File: config.mk
export PLATFORM = sky130hd
export DESIGN_NAME = spd_time_dec
export DESIGN_NICKNAME = d
export VERILOG_FILES = /design/src/rtl/spd_chk_pkg.sv /design/src/rtl/spd_time_dec.sv
export SDC_FILE = /design/constraint.sdc
export NUM_CORES = 1
export LEC_CHECK = 0
export CORE_AREA = 2 2 39 41
export DETAILED_ROUTE_END_ITERATION = 10
export DIE_AREA = 0 0 41 43
export PLACE_DENSITY = 0.6
export SYNTH_ARGS = -nofsm -noshare
export SYNTH_HDL_FRONTEND = slang
export SYNTH_SLANG_ARGS = --single-unit
File: constraint.sdc
create_clock -name vclk -period 10.3
set_input_delay 2.575 -clock vclk [all_inputs]
set_output_delay 2.575 -clock vclk [all_outputs]
set_load 0.05 [all_outputs]
File: src/rtl/spd_chk_pkg.sv
package spd_chk_pkg;
   // fixed-point layouts used by the cycle-time bytes
   typedef enum logic [1:0] {
      TFMT_TENTH      = 2'd0,
      TFMT_TENTH_ROLL = 2'd1,
      TFMT_QUARTER    = 2'd2
   } tfmt_e;

   localparam int BYTE_W = 8;
endpackage

File: src/rtl/spd_time_dec.sv
module spd_time_dec
   import spd_chk_pkg::*;
#(
   parameter tfmt_e FMT   = TFMT_TENTH,
   parameter int    OUT_W = 10
) (
   input  logic [BYTE_W-1:0] code,
   output logic [OUT_W-1:0]  tenths
);
   if (OUT_W < 10) begin : g_bad_width
      $error("spd_time_dec: OUT_W must hold 638");
   end

   if (FMT == TFMT_QUARTER) begin : g_quarter
      logic [3:0] frac;
      always_comb begin
         case (code[1:0])
            2'd0:    frac = 4'd0;
            2'd1:    frac = 4'd3;
            2'd2:    frac = 4'd5;
            default: frac = 4'd8;
         endcase
         tenths = OUT_W'(code[7:2]) * OUT_W'(10) + OUT_W'(frac);
      end
   end else begin : g_nibble
      logic [4:0] whole;
      always_comb begin
         whole = 5'(code[7:4]);
         if (FMT == TFMT_TENTH_ROLL && code[7:4] != 4'd0 && code[7:4] < 4'd4)
            whole = 5'(code[7:4]) + 5'd15;
         tenths = OUT_W'(whole) * OUT_W'(10) + OUT_W'(code[3:0]);
      end
   end
endmodule

Word level (Yosys, flattened, before mapping)
Index checks and enable logic that the tools add are counted.
- logic and storage cells: 2
- memories: 0
- bits in writable memories: 0
- bits in read-only memories: 0
- flip-flop bits (word level): 0
- output and inout port bits: 10
- bits in latches: 0
- equal/unequal tests: 0
- shift operators: 0
- order comparisons: 0
- reduce and logical (&&, ||, !) cells: 0
- bitwise logic cells: 0
- add/subtract/negate cells: 1
- $mul: 1
- div/mod/pow operators: 0
- multiplexer cells: 0
- operators by type and width (kind ; number):
    adder 8 x 4 -> 9 bit ; 1
    multiplier 4 x 3 -> 7 bit, second input constant ; 1

Longest topological paths before layout
- depth after elaboration: 2
- gate-level depth with buffers: 6

Worst setup path after synthesis
No wires, ideal clock.
- path type: input to output
- from: input port code[5]
- to: output port tenths[7]
- stages on the path: 6
- slack: 3.090 ns
- arrival: 4.635 ns
- buffers on the path: 0
- cell sequence: ha_1 > ha_1 > fa_1 > nand2_1 > or4b_1 > o211ai_1
- longest elaborated chain between the ends: 2
- RTL lines (element ; RTL line ; text):
    from (decl) ; spd_time_dec.sv:7 ; input logic [BYTE_W-1:0] code,
    multiplier 4 x 3 -> 7 bit ; spd_time_dec.sv:31 ; tenths = OUT_W'(whole) * OUT_W'(10) + OUT_W'(code[3:0]);
    adder 8 x 4 -> 9 bit ; spd_time_dec.sv:31 ;
    to (decl) ; spd_time_dec.sv:8 ; output logic [OUT_W-1:0] tenths
No other way between the ends.

Worst setup path after layout
Same ends and word-level chain as after synthesis.

==> impl_table.tex <==
\begin{tabular}{lr}
\hline
Metric & Value \\
\hline
\multicolumn{2}{l}{\textbf{Global routing}} \\
\quad Vias in the first global route & between 200 and 250 \\
\quad Busiest layer in global routing & met2 \\
\quad All-Layer GR Usage & under 10\% \\
\quad Met3 track utilization from global routing & 0\% \\
\quad Met2 usage & 11.88\% \\
\quad Antenna violations before repair & 0 \\
\quad Global routing usage on met1 & roughly 10\% \\
\quad Wire length of the first global-routing pass & around 950 µm \\
\quad Residual overflow from global routing & 0 \\
\quad Pin count of the biggest net entering global routing & 6 \\
\multicolumn{2}{l}{\textbf{Setup path}} \\
\quad Critical path, cell by cell & clkdlybuf4s50\_1 > ha\_1 > ha\_1 > fa\_1 > nand2\_1 > or4b\_1 > o211ai\_1 > clkdlybuf4s50\_1 \\
\quad Critical path class & input pin to output port \\
\quad Critical path data arrival time & about 5.7 ns \\
\quad Sort of element at the end of the critical path & output port \\
\quad Cell with the largest stage delay on the worst path & sky130\_fd\_sc\_hd\_\_clkdlybuf4s50\_1 \\
\quad Crit start category & input pin \\
\quad Max Fanout on Critical Path & 4 \\
\quad Required time at the endpoint of the critical path & 7.73 ns \\
\quad Crit path largest cell delay & between 0.8 and 0.9 ns \\
\multicolumn{2}{l}{\textbf{Finish}} \\
\quad Filler-free cell count of the finished design & 66 \\
\quad Synthesis-to-layout area growth & 50.82\% \\
\quad FF+latch count & 0 \\
\quad Layout Nets & between 60 and 70 \\
\quad FF/Latch Area & 0 µm² \\
\quad Share of final-layout standard cells stronger than drive strength 1 & around 4\% \\
\quad Antenna cells & 0 \\
\quad Final cell area excluding filler cells & 460.4 µm² \\
\quad Clock Buffer Count & 0 \\
\quad Most common library cell in the layout ignoring fill and taps & sky130\_fd\_sc\_hd\_\_clkdlybuf4s50\_1 \\
\quad Most used cells in the layout excluding fill and tap cells & 15 x sky130\_fd\_sc\_hd\_\_clkdlybuf4s50\_1, 7 x sky130\_fd\_sc\_hd\_\_ha\_1, 3 x sky130\_fd\_sc\_hd\_\_a21oi\_1 \\
\quad Final core occ & between 30\% and 40\% \\
\multicolumn{2}{l}{\textbf{Synth}} \\
\quad Post-synthesis instance total & 37 \\
\quad Distinct cell type count after synthesis & 20 \\
\quad Cell Area, Synth & roughly 300 µm² \\
\quad Cell taking the most area after synthesis & sky130\_fd\_sc\_hd\_\_ha\_1 \\
\quad Avg Inst Size Synth & approximately 8.3 µm² \\
\quad Biggest area contributors in the synthesized netlist & sky130\_fd\_sc\_hd\_\_ha\_1 29\%, sky130\_fd\_sc\_hd\_\_fa\_1 13\%, sky130\_fd\_sc\_hd\_\_xnor2\_1 5.7\% \\
\quad Portion of the post-synthesis area used by sequential elements & 0\% \\
\quad Syn nets & 54 \\
\quad Yosys warnings & 0 \\
\quad Top-area cell type share of the netlist area & between 20 and 30\% \\
\multicolumn{2}{l}{\textbf{Power}} \\
\quad Lkg Pwr & roughly 0.2 nW \\
\quad Sequential power share & 0\% \\
\quad Switch Pwr & 0.03197 mW \\
\quad Part of the power in the clock network & 0\% \\
\quad Internal Power & roughly 0.019 mW \\
\quad Pwr/cell area & $\sim$110 nW/µm² \\
\quad Overall power consumption & a little over 0.05 mW \\
\quad Proportion of power drawn by combinational gates & between 90\% and 100\% \\
\quad Sw Share & a little over three fifths \\
\quad Worst ir drop on vdd & between 0.00004 and 0.00005 V \\
\multicolumn{2}{l}{\textbf{Clock network}} \\
\quad Number of setup buffers added after CTS & 0 \\
\quad CTS Hold Buffers Added & 0 \\
\quad Post-cts repair resize count & 0 \\
\multicolumn{2}{l}{\textbf{Routing}} \\
\quad First drt pass iteration count & 3 \\
\quad Post-detailed-route wirelength per cell & just under 10 µm \\
\quad Via Count & 290 \\
\quad Via density per instance & about 4.4 \\
\quad DRC marker count from the first detailed-route iteration & 1 \\
\quad DRC & 0 \\
\quad Number of antenna-violating nets in the routed design & 0 \\
\quad Detailed Route WL & $\sim$640 µm \\
\multicolumn{2}{l}{\textbf{STA}} \\
\quad Minimum clock period after layout & a little over 8 ns \\
\quad Unrepaired setup endpoints after global routing & false \\
\quad Max Slew Vio Count & 0 \\
\quad Worst slack on hold paths & about 5.2 ns \\
\quad Finish-stage setup viols & 0 \\
\quad Final setup margin & 2.012 ns \\
\quad Hold Violations, Final & 0 \\
\quad Highest achievable clock rate & about 120 MHz \\
\quad Post-route setup TNS & 0 ns \\
\quad Final critical-path share of the clock period & approximately four fifths \\
\multicolumn{2}{l}{\textbf{Floorplanning}} \\
\quad Area of the core & 1384 µm² \\
\quad Die area & 1763 µm² \\
\quad Row cnt & 14 \\
\quad Number of top-level design ports & 18 \\
\quad Die Y & 43 µm \\
\quad Initial cell density of the core & roughly 22\% \\
\quad Horiz. Die Dim & about 41 µm \\
\multicolumn{2}{l}{\textbf{Placement}} \\
\quad Total placed instance area & $\sim$460 µm² \\
\quad Post-Place Cells & between 60 and 70 \\
\quad Count of buffers inserted at the top-level ports & 15 \\
\quad Dpl hpwl & between 500 and 600 µm \\
\quad Routability Congestion & between 0.7 and 0.8 \\
\quad Pre-CTS setup slack & between 2 and 2.5 ns \\
\multicolumn{2}{l}{\textbf{Worst hold path}} \\
\quad Hold Crit Start & code[0] \\
\quad Endpoint of the worst hold-timing path & tenths[0] \\
\quad Hold Crit Class & input pin to output port \\
\quad Number of cells on the worst hold path & 0 \\
\multicolumn{2}{l}{\textbf{Run}} \\
\quad Max-cap viol count & 0 \\
\multicolumn{2}{l}{\textbf{Run status}} \\
\quad Status & complete, no violations \\
\hline
\end{tabular}
## cells in the mapped netlist, drive strengths merged
master,number
inv,2
a21oi,4
o22ai,1
a21o,2
nor2b,2
or4b,1
buf,2
o21ai,1
xnor2,2
nor2,1
xor2,2
conb,1
nand2,2
fa,2
o211ai,2
and3,1
nand3,2
ha,7
## power groups by stage
stage	logic [mW]	clock network (mW)	registers (mW)
finish	0.0507	0	0
detailed placement	0.0509	0	0
global route	0.0543	0	0
global placement	0.0510	0	0
CTS	0.0513	0	0
floorplan	0.0371	0	0
## kinds of logic (layout without fill, tap and decap cells)
logic type	count (synthesis)	in the layout	synth area share, %
buf+inv	4	17	7.377
compound gates	10	10	21.72
other cells	1	1	1.228
xor+xnor	4	4	11.48
simple gates	9	9	16.39
fa+ha+maj	9	9	41.80
## critical path: cells and delay by family
kind	cells	cell delay [ns]
buffers and inverters	2	1.31
adder cells (fa/ha/maj)	3	1.14
AND/OR/NAND/NOR	2	0.58
AO/OA/AOI/OAI	1	0.11
## worst max-delay path by stage
stage          startpoint        end  slack, ns  cells past startpoint
6_report          code[5]  tenths[7]       2.01                      8
5_1_grt           code[5]  tenths[7]       1.85                      8
4_1_cts           code[5]  tenths[7]       1.99                      8
3_5_place_dp      code[5]  tenths[7]       2.00                      8
3_3_place_gp      code[5]  tenths[7]       2.01                      8
2_1_floorplan     code[5]  tenths[7]       3.09                      6
## routing by layer
metal | wire [µm] | vias to the layer above
li1 | - | 157
met1 | 313 | 124
met2 | 276 | 9
met3 | 51 | 0
met4 | 0 | 0
met5 | 0 | -
## layout make-up
cell class	count	area, µm²
Fill cell	161	923.4
Inverter	2	7.507
Multi-Input combinational cell	33	282.8
Tap cell	16	20.02
Timing Repair Buffer	15	150.1
Note: power is estimated with default switching activity, not from simulation.
